===== src/rtl/lnk_capsta_pkg.sv =====
package lnk_capsta_pkg;
  localparam int SPD_W       = 4;
  localparam int WID_W       = 6;
  localparam int STA_W       = 16;
  localparam int SPD_LSB     = 0;
  localparam int WID_LSB     = 4;
  localparam int L0S_BIT     = 10;
  localparam int DLLA_BIT    = 20;
  localparam int LBN_BIT     = 21;
  localparam int PNUM_LSB    = 24;
  localparam int NUM_SPD     = 4;
  localparam int SPD_2G5     = 1;
  localparam int SPD_5G      = 2;
  localparam int SPD_8G      = 3;
  localparam int FLD_TOP     = WID_LSB + WID_W;
endpackage


===== src/rtl/lnk_cap_gen.sv =====
module lnk_cap_gen
  import lnk_capsta_pkg::*;
#(
  parameter logic [7:0] PORT_NUMBER = 8'h00
) (
  input  logic [WID_W-1:0] max_width,
  input  logic [SPD_W-1:0] max_speed,
  output logic [31:0]      cap,
  output logic [31:0]      cap2,
  output logic [15:0]      ctl2
);
  logic wide_or_fast;
  logic above_base;
  logic vec_on;
  logic [NUM_SPD:1] spd_vec;

  always_comb begin
    wide_or_fast = (max_width > WID_W'(1)) || (max_speed > SPD_W'(SPD_2G5));
    above_base   = max_speed > SPD_W'(SPD_2G5);
    vec_on       = max_speed > SPD_W'(SPD_5G);
  end

  // supported-speed vector, bit k stands for speed code k
  for (genvar k = 1; k <= NUM_SPD; k++) begin : g_spd
    if (k <= SPD_8G) begin : g_low
      assign spd_vec[k] = vec_on;
    end else begin : g_high
      assign spd_vec[k] = vec_on && (max_speed >= SPD_W'(k));
    end
  end

  always_comb begin
    cap = '0;
    cap[SPD_LSB +: SPD_W]  = max_speed;
    cap[WID_LSB +: WID_W]  = max_width;
    cap[L0S_BIT]           = 1'b1;
    cap[DLLA_BIT]          = above_base;
    cap[LBN_BIT]           = wide_or_fast;
    cap[PNUM_LSB +: 8]     = PORT_NUMBER;
    cap2 = '0;
    cap2[NUM_SPD:1]        = spd_vec;
    ctl2 = '0;
    ctl2[SPD_LSB +: SPD_W] = max_speed;
  end
endmodule


===== src/rtl/lnk_field_clamp.sv =====
module lnk_field_clamp #(
  parameter int W = 4
) (
  input  logic [W-1:0] raw,
  input  logic [W-1:0] limit,
  output logic [W-1:0] fixed
);
  always_comb begin
    if (raw > limit)
      fixed = limit;
    else if (raw == '0)
      fixed = W'(1);
    else
      fixed = raw;
  end
endmodule


===== src/rtl/lnk_sta_reg.sv =====
module lnk_sta_reg
  import lnk_capsta_pkg::*;
(
  input  logic             clk,
  input  logic             rst_n,
  input  logic             load_en,
  input  logic [WID_W-1:0] new_width,
  input  logic [SPD_W-1:0] new_speed,
  output logic [STA_W-1:0] sta_q
);
  logic [STA_W-1:0] sta_d;

  always_comb begin
    sta_d = sta_q;
    if (load_en) begin
      sta_d[WID_LSB +: WID_W] = new_width;
      sta_d[SPD_LSB +: SPD_W] = new_speed;
    end
  end

  always_ff @(posedge clk or negedge rst_n) begin
    if (!rst_n) begin
      sta_q                   <= '0;
      sta_q[WID_LSB +: WID_W] <= WID_W'(1);
      sta_q[SPD_LSB +: SPD_W] <= SPD_W'(SPD_2G5);
    end else if (load_en) begin
      sta_q <= sta_d;
    end
  end
endmodule


===== src/rtl/lnk_capsta_top.sv =====
module lnk_capsta_top
  import lnk_capsta_pkg::*;
#(
  parameter logic [7:0] PORT_NUMBER = 8'h00
) (
  input  logic             clk,
  input  logic             rst_n,
  input  logic [WID_W-1:0] cfg_max_width,
  input  logic [SPD_W-1:0] cfg_max_speed,
  input  logic             dn_present,
  input  logic [STA_W-1:0] dn_link_status,
  input  logic             sync_req,
  output logic [31:0]      link_cap,
  output logic [31:0]      link_cap2,
  output logic [15:0]      link_ctl2,
  output logic [STA_W-1:0] link_status
);
  logic [WID_W-1:0] width_fix;
  logic [SPD_W-1:0] speed_fix;
  logic             take;

  lnk_cap_gen #(.PORT_NUMBER(PORT_NUMBER)) u_cap (
    .max_width (cfg_max_width),
    .max_speed (cfg_max_speed),
    .cap       (link_cap),
    .cap2      (link_cap2),
    .ctl2      (link_ctl2)
  );

  // limits are the fields the port itself advertises
  lnk_field_clamp #(.W(WID_W)) u_wclamp (
    .raw   (dn_link_status[WID_LSB +: WID_W]),
    .limit (link_cap[WID_LSB +: WID_W]),
    .fixed (width_fix)
  );

  lnk_field_clamp #(.W(SPD_W)) u_sclamp (
    .raw   (dn_link_status[SPD_LSB +: SPD_W]),
    .limit (link_cap[SPD_LSB +: SPD_W]),
    .fixed (speed_fix)
  );

  assign take = sync_req && dn_present;

  lnk_sta_reg u_sta (
    .clk       (clk),
    .rst_n     (rst_n),
    .load_en   (take),
    .new_width (width_fix),
    .new_speed (speed_fix),
    .sta_q     (link_status)
  );
endmodule


===== config.mk =====
export PLATFORM = sky130hd
export DESIGN_NAME = lnk_capsta_top
export DESIGN_NICKNAME = d
export VERILOG_FILES = /design/src/rtl/lnk_capsta_pkg.sv /design/src/rtl/lnk_cap_gen.sv /design/src/rtl/lnk_field_clamp.sv /design/src/rtl/lnk_sta_reg.sv /design/src/rtl/lnk_capsta_top.sv
export SDC_FILE = /design/constraint.sdc
export NUM_CORES = 1
export LEC_CHECK = 0
export ABC_AREA = 1
export BUFFER_PORTS_ARGS = -buffer_cell sky130_fd_sc_hd__buf_2
export CELL_PAD_IN_SITES_DETAIL_PLACEMENT = 2
export CELL_PAD_IN_SITES_GLOBAL_PLACEMENT = 2
export CORE_ASPECT_RATIO = 0.75
export CORE_MARGIN = 4
export CORE_UTILIZATION = 20
export DETAILED_ROUTE_END_ITERATION = 8
export GPL_ROUTABILITY_DRIVEN = 1
export PLACE_DENSITY_LB_ADDON = 0.1
export SYNTH_ARGS = -nofsm -noshare
export SYNTH_HDL_FRONTEND = slang
export SYNTH_SLANG_ARGS = --single-unit

===== constraint.sdc =====
create_clock -name clk -period 1.9 [get_ports clk]
set_input_delay 0.38 -clock clk [delete_from_list [all_inputs] [get_ports clk]]
set_output_delay 0.38 -clock clk [all_outputs]
set_load 0.02 [all_outputs]

Word-level counts from Yosys, hierarchy flattened
Index checks and enable logic that the tools add are counted.
{"block": "word_totals", "reg_bits": 10, "in_bits": 30, "output_inout_bits": 96}
{"block": "op_classes", "n_lt_le_gt_ge": 6, "n_mux": 4, "reduce_logical": 5}
{"operator": "6-bit two-way mux", "count": 2}
{"operator": "4-bit two-way mux", "count": 2}
{"operator": "6-bit by 1-bit greater-than comparator with 1-bit output (second input constant)", "count": 1}
{"operator": "6-bit greater-than comparator", "count": 1}
{"operator": "6-bit logical NOT", "count": 1}
{"operator": "4-bit by 3-bit >= comparator with 1-bit output (second input constant)", "count": 1}
{"operator": "4-bit by 1-bit greater-than comparator with 1-bit output (second input constant)", "count": 1}
{"operator": "4-bit by 2-bit greater-than comparator with 1-bit output (second input constant)", "count": 1}
{"operator": "4-bit greater-than comparator", "count": 1}
{"operator": "4-bit logical NOT", "count": 1}
{"operator": "1-bit logical AND", "count": 2}
{"operator": "1-bit logical OR", "count": 1}

Logic depth before layout (Yosys ltp)
Gate-level depths: netlist of the first run.
{"block": "depth", "depth_word": 3, "mapped_depth": 11, "mapped_depth_nobuf": 11}

Cells and area by module
A second synthesis of the first run with hierarchy kept.
{"block": "unflattened", "cells_unflattened": 228, "hier_area_um2": 1570.3}
{"module": "lnk_cap_gen", "instances": 1, "cells_per_inst": 94, "area_per_inst_um2": 655.6, "seq_area_each_um2": 0.0}
{"module": "lnk_sta_reg", "instances": 1, "cells_per_inst": 49, "area_per_inst_um2": 429.2, "seq_area_each_um2": 252.7}
{"module": "lnk_field_clamp (u_wclamp)", "instances": 1, "cells_per_inst": 51, "area_per_inst_um2": 301.5, "seq_area_each_um2": 0.0}
{"module": "lnk_field_clamp (u_sclamp)", "instances": 1, "cells_per_inst": 32, "area_per_inst_um2": 176.4, "seq_area_each_um2": 0.0}
{"module": "lnk_capsta_top", "instances": 1, "cells_per_inst": 2, "area_per_inst_um2": 7.5, "seq_area_each_um2": 0.0}

Worst setup path before layout of the first run
No wires, ideal clock.
{"block": "synth_timing", "path_type": "input to register", "start": "in cfg_max_width[5]", "end": "reg u_sta.sta_q[5]", "arrival_time_ns": 1.330, "path_slack_ns": 0.453, "stages": 8, "cell_sequence": "inv_1 -> ha_1 -> a21oi_1 -> nand3_4 -> nand2_4 -> nand2_1 -> nand3_1 -> nand2_1"}
{"block": "synth_via", "elab_chain_cells": 2}
{"element": "start: declaration", "line": "lnk_capsta_top.sv:8", "text": "input logic [WID_W-1:0] cfg_max_width,"}
{"element": "6-bit greater-than comparator", "line": "lnk_field_clamp.sv:9", "text": "if (raw > limit)"}
{"element": "6-bit two-way mux", "line": "lnk_field_clamp.sv:9"}
{"element": "end signal: indexed assignment", "line": "lnk_sta_reg.sv:25", "text": "sta_q[SPD_LSB +: SPD_W] <= SPD_W'(SPD_2G5);"}
{"element": "end signal: assignment", "line": "lnk_sta_reg.sv:27", "text": "sta_q <= sta_d;"}
{"element": "end: declaration", "line": "lnk_sta_reg.sv:9", "text": "output logic [STA_W-1:0] sta_q"}
No other way between the ends.
A chain may end at the register's enable or synchronous reset.

Worst setup path in the final report of the first run
{"block": "layout_timing", "start": "in cfg_max_speed[3]", "end": "out link_cap[21]"}
{"block": "layout_via", "elab_chain_cells": 2}
{"element": "start: declaration", "line": "lnk_capsta_top.sv:9", "text": "input logic [SPD_W-1:0] cfg_max_speed,"}
{"element": "4-bit by 1-bit greater-than comparator with 1-bit output", "line": "lnk_cap_gen.sv:18", "text": "wide_or_fast = (max_width > WID_W'(1)) || (max_speed > SPD_W'(SPD_2G5));"}
{"element": "1-bit logical OR", "line": "lnk_cap_gen.sv:18"}
{"element": "end: declaration", "line": "lnk_capsta_top.sv:13", "text": "output logic [31:0] link_cap,"}
No other way between the ends.

==> results.cfg, run 1 <==
[placed_design]
io_buffers = 53
place_area_um2 = 1560
dp_hpwl_mm = 3.63
gp_congestion = 0.674
dp.cells = 351

[critical_path]
critPathKind = input pin to output pin
r2r_start = u_sta.sta_q[0]
path_cells = buf_2, nor2_1, inv_1, nor2_1, nand4_1, buf_2
slowest_stage = buf_2
ff2ff_setup_slack_ns = 1.19
r2r_cells = 2
cp.required_ns = 1.52
startpoint = cfg_max_speed[3]
cp.arrival_ns = 1.13
critPathTopFamily = simple AND/OR/NAND/NOR gates
cp-end-kind = output pin
slowest_delay_ns = 0.17
start_kind = input pin
worst-path-buf-inv = 3
r2r-end = u_sta.sta_q[0]
cp_max_fo = 4

[global_routing]
grt_pass1_vias = 1163
grt_max_degree = 11
grt_util_met2 = 0.114
globalRouteTotalUtil = 0.0818
top_usage_layer = met1
grt_antenna_before_repair = 0
use_met1 = 0.131
grt_pass1_wl_mm = 6.04
grt.met3_usage = 0.0215
gr-total-overflow = 0

[sta]
hold_viol_final = 0
fin_skew_ns = 0
setup_viol = 0
fmax_mhz = 662
finalCritPeriodShare = 0.795
rsz0062_at_grt = false
tns_ns = 0
min_period_ns = 1.51
finalMaxSlewViolations = 0

[cells_and_area]
fin_area_um2 = 1610
largest_register = u_sta.sta_q
final_util = 0.216
n_antenna_cell = 0
nets = 295
largest_reg_flops = 10
reg_top3 = u_sta.sta_q (10)
fillCellCount = 934
areaGrowthSynthToFinish_pct = 3.37
fin_cells = 355
drive_gt1_frac = 0.287

[yosys]
ys_ff_latch = 10
synth.cell_area_um2 = 1560
yosys_warnings = 0
synth_area_leaders = buf_4, dfrtp_1, nand2_1
ys_seq_area_frac = 0.162
syn-instance-count = 218
avgSynthCellArea_um2 = 7.15
ys_types = 23
synth_top_cell_by_area = buf_4
post-synth-top-area-fraction = 0.409

[clock_tree]
clock_path_buffers = 2
h-tree-depth = 1
cts-root-buf = clkbuf_8
numCtsBuffers = 3
cts_setup_buffers = 0
clkTransAtPathRegs_ns = 0.05
clock_latency_ns = 0.23
cts_resized = 0
postCtsHoldBufs = 0
cts_tree = done
clock-sinks = 10

[drt]
drt_iter0_markers = 26
routed_wl_mm = 4.01
ant_nets = 0
wl_per_cell_um = 11.3
first_pass_iters = 4
num_vias = 1199
viasPerCell = 3.38
drc = 0

[die]
die_w_um = 110
die_y_um = 84.5
die_area_um2 = 9290
initial_core_util = 0.209
num_io_pins = 126
core_area_um2 = 7470
num_rows = 27

[power]
power.total_uw = 1020
total_leakage_power_uw = 0.00100
power_density_nw_per_um2 = 634
ir_drop_uv = 194

[worst_hold_path]
worstHoldPathType = input pin to asynchronous set/reset pin

[status]
status = finished clean

[flow_run]
drv_cap = 0
-- per-layer routing --
layer  part of all wire  up-vias
met4                  0        0
met1               0.50      539
met3               0.10        0
met5                  0        -
li1                   -      589
met2               0.40       71
-- Yosys cell counts --
library cell / n
a21oi_1: 2
a31oi_1: 1
buf_4: 85
bufinv_8: 1
clkbuf_1: 1
clkinv_8: 1
conb_1: 2
dfrtp_1: 8
dfstp_2: 2
ha_1: 10
inv_1: 25
inv_2: 3
nand2_1: 39
nand2_2: 4
nand2_4: 1
nand3_1: 22
nand3_4: 2
nand4_1: 1
nor2_1: 3
nor2_4: 1
nor3_1: 1
o21ai_0: 2
o21ai_1: 1
-- cells in the final DEF (no fill, tap or decap), drive strengths merged --
cell / n
clkinv: 1
nand3: 24
clkbuf: 4
ha: 10
nor2: 4
a21oi: 2
buf: 54
a31oi: 1
dfstp: 2
nand4: 1
bufinv: 1
nand2: 44
dfrtp: 8
nor3: 1
inv: 28
conb: 66
o21ai: 3
-- cell families (layout without fill, tap and decap cells) --
logic type	count (synthesis)	in the layout	share of synthesized area
AOI/OAI and AO/OA	6	6	0.0201
adders and majority gates	10	10	0.0803
buffers and inverters	116	88	0.501
DFF	10	10	0.162
other	2	66	0.00482
and+or+nand+nor	74	74	0.232
-- power breakdown --
| group | total (uW) | internal [uW] | switching (uW) |
|---|---|---|---|
| Sequential | 277 | 256 | 21.2 |
| Combinational | 474 | 123 | 351 |
| Clock | 271 | 183 | 88.7 |
-- through the flow --
step	worst slack [ns]	hold slack, ns
6_report	0.389	0.00651
5_1_grt	0.172	0.0175
4_1_cts	0.322	0.0123
3_5_place_dp	0.129	0.270
3_3_place_gp	0.158	0.258
2_1_floorplan	0.453	0.0844
-- how the worst max path moves through the flow --
| stage | endpoint | slack, ns | cells past startpoint |
|---|---|---|---|
| detailed placement | u_sta.sta_q[8] | 0.13 | 9 |
| global route | u_sta.sta_q[3] | 0.17 | 11 |
| global placement | u_sta.sta_q[8] | 0.16 | 9 |
| finish | link_cap[21] | 0.39 | 6 |
| CTS | link_cap[21] | 0.32 | 6 |
| floorplan | u_sta.sta_q[5] | 0.45 | 8 |
-- worst register-to-register path: stages (launching register included) --
cell and delay, ns:
dfstp_2 0.52, nand2_1 0.05, nand2_1 0.08
-- final cells by class --
type | count | area, um^2 | share of cell area
multi-input combinational | 156 | 766 | 0.475
inverter | 30 | 139 | 0.0862
timing repair buffer | 54 | 273 | 0.169
tap | 101 | 126 | 0.0784
clock buffer | 4 | 55.1 | 0.0342
sequential | 10 | 253 | 0.157
Power figures use the tool's default switching activity.
==> inputs of run 2 (changes only) <==
--- a/config.mk
+++ b/config.mk
@@ -11,7 +11,7 @@
 export CELL_PAD_IN_SITES_GLOBAL_PLACEMENT = 2
 export CORE_ASPECT_RATIO = 0.75
 export CORE_MARGIN = 4
-export CORE_UTILIZATION = 20
+export CORE_UTILIZATION = 19
 export DETAILED_ROUTE_END_ITERATION = 8
 export GPL_ROUTABILITY_DRIVEN = 1
 export PLACE_DENSITY_LB_ADDON = 0.1
==> constraint.sdc (replaced) <==
create_clock -name clk -period 1.5 [get_ports clk]
set_input_delay 0.3 -clock clk [delete_from_list [all_inputs] [get_ports clk]]
set_output_delay 0.3 -clock clk [all_outputs]
set_load 0.02 [all_outputs]
==> run 2 against run 1 <==
Effect of this change:
- sequential power grew 26%
- critical path type is now input pin to flip-flop
- die area is 4.8% higher
- non-clock buffer count is 20 higher
- critical path depth rose by 3
- clock skew stayed put
- first-iteration DRC count increased by 12%
==> results.cfg, run 2 (synthesized netlist as in run 1, its figures left out) <==
[clock_tree]
clkTransAtPathRegs_ns = 0.05
clock_path_buffers = 2
clock-sinks = 10
cts_tree = done
cts-root-buf = clkbuf_8
h-tree-depth = 1
cts_setup_buffers = 0
clock_latency_ns = 0.23
numCtsBuffers = 3

[placed_design]
io_buffers = 53
dp_hpwl_mm = 3.79
gp_congestion = 0.696

[flow_run]
drv_cap = 0

[power]
sw_frac_of_total = 0.438
pwr-share-seq = 0.263
p_sw_uw = 583
ir_drop_uv = 281
p_clk_frac = 0.251
power_density_nw_per_um2 = 750
intPower_uw = 747
total_leakage_power_uw = 0.00109
p_comb_frac = 0.486

[drt]
routed_wl_mm = 4.08
ant_nets = 0
wl_per_cell_um = 10.8
drt_iter0_markers = 29
num_vias = 1254
first_pass_iters = 4
drc = 0
viasPerCell = 3.31

[critical_path]
cpMostUsedCell = nand2_1
slowest_delay_ns = 0.31
startpoint = cfg_max_width[5]
critical_path_depth = 9
crit_path_end = u_sta.sta_q[8]
r2r_cells = 2
cp.arrival_ns = 1.46
r2r_start = u_sta.sta_q[4]
cp.required_ns = 1.62
r2r-end = u_sta.sta_q[4]
cp-end-kind = flip-flop
start_kind = input pin
ff2ff_setup_slack_ns = 0.80
critPathKind = input pin to flip-flop
path_cells = buf_2, inv_1, ha_1, a21oi_1, nand3_4, nand2_4, nand2_1, nand3_1, nand2_1
slowest_stage = ha_1
cp_max_fo = 7
worst-path-buf-inv = 2
critPathTopFamily = simple AND/OR/NAND/NOR gates

[sta]
rsz0062_at_grt = false
setup_viol = 0
holdWs_ns = 0.399
hold_viol_final = 0
fin_skew_ns = 0
finalMaxSlewViolations = 0
min_period_ns = 1.34
fmax_mhz = 745
finalCritPeriodShare = 0.895

[worst_hold_path]
worstHoldPathType = input pin to flip-flop

[cells_and_area]
final_cell_mix = conb_1, buf_2, nand2_1
final_common_cell = conb_1
reg_top3 = u_sta.sta_q (10)
final_util = 0.223
drive_gt1_frac = 0.343
n_antenna_cell = 0
largest_reg_flops = 10
areaGrowthSynthToFinish_pct = 13.8
nets = 315
largest_register = u_sta.sta_q

[global_routing]
globalRouteTotalUtil = 0.0802
grt_pass1_vias = 1264
grt_antenna_before_repair = 0
grt_pass1_wl_mm = 6.31
gr-total-overflow = 0
grt_max_degree = 11

[die]
num_rows = 28
die_area_um2 = 9730
die_y_um = 86.4
die_w_um = 113
num_io_pins = 126
initial_core_util = 0.196
core_area_um2 = 7950

[status]
status = finished clean
[run 2: cell types whose count changed in the layout (fill, tap and decap cells not counted), sizes merged]
cell	before	now
buf	54	73
dlygate4sd3	0	1
[run 2: worst min path at each step]
stage                            startpoint              to  slack (ns)  cells after the start
after global placement                rst_n  u_sta.sta_q[5]        0.18                      1
after floorplan                       rst_n  u_sta.sta_q[1]       0.004                      0
after global routing      dn_link_status[0]  u_sta.sta_q[0]        0.44                      5
final                     dn_link_status[0]  u_sta.sta_q[0]        0.40                      5
after CTS                 dn_link_status[0]  u_sta.sta_q[0]        0.41                      5
after detailed placement              rst_n  u_sta.sta_q[5]        0.18                      1
[run 2: routing by layer]
layer,share of wire,track usage
met3,0.085,0.0251
met2,0.43,0.119
met4,0,0.00328
met5,0,0
met1,0.48,0.119
[run 2: power groups by stage]
stage	Clock, uW	Sequential (uW)	Combinational, uW
after global routing	367	359	718
after detailed placement	0	356	651
final	334	350	646
after global placement	0	355	644
after floorplan	0	411	531
after CTS	349	352	654
[run 2: tightest hold or removal path, cell delays in order]
cell and delay, ns:
buf_2 0.09, a31oi_1 0.04, nand2_1 0.06, nand3_1 0.06, nand2_1 0.06
[run 2: metrics by stage]
step	worst slack (ns)	std cells	cell area [um^2]	power, uW	TNS [ns]
CTS	0.0288	379	1770	1350	0
global route	0.00742	379	1770	1440	0
detailed placement	-0.134	374	1700	1010	-0.935
global placement	-0.109	374	1700	999	-0.705
finish	0.158	379	1770	1330	0
floorplan	0.133	282	1800	942	0
[run 2: area by class of cell]
type	count	area, um^2
Fill cell	993	6180
Multi-Input combinational cell	156	771
Timing Repair Buffer	74	425
Sequential cell	10	253
Inverter	30	139
Tap cell	105	131
Clock buffer	4	55.1
[run 2: timing repair]
action,CTS,global route
hold buffers,1,0
hold endpoints to repair,8,0
gates resized for setup,0,3
endpoints found under the setup margin,0,5
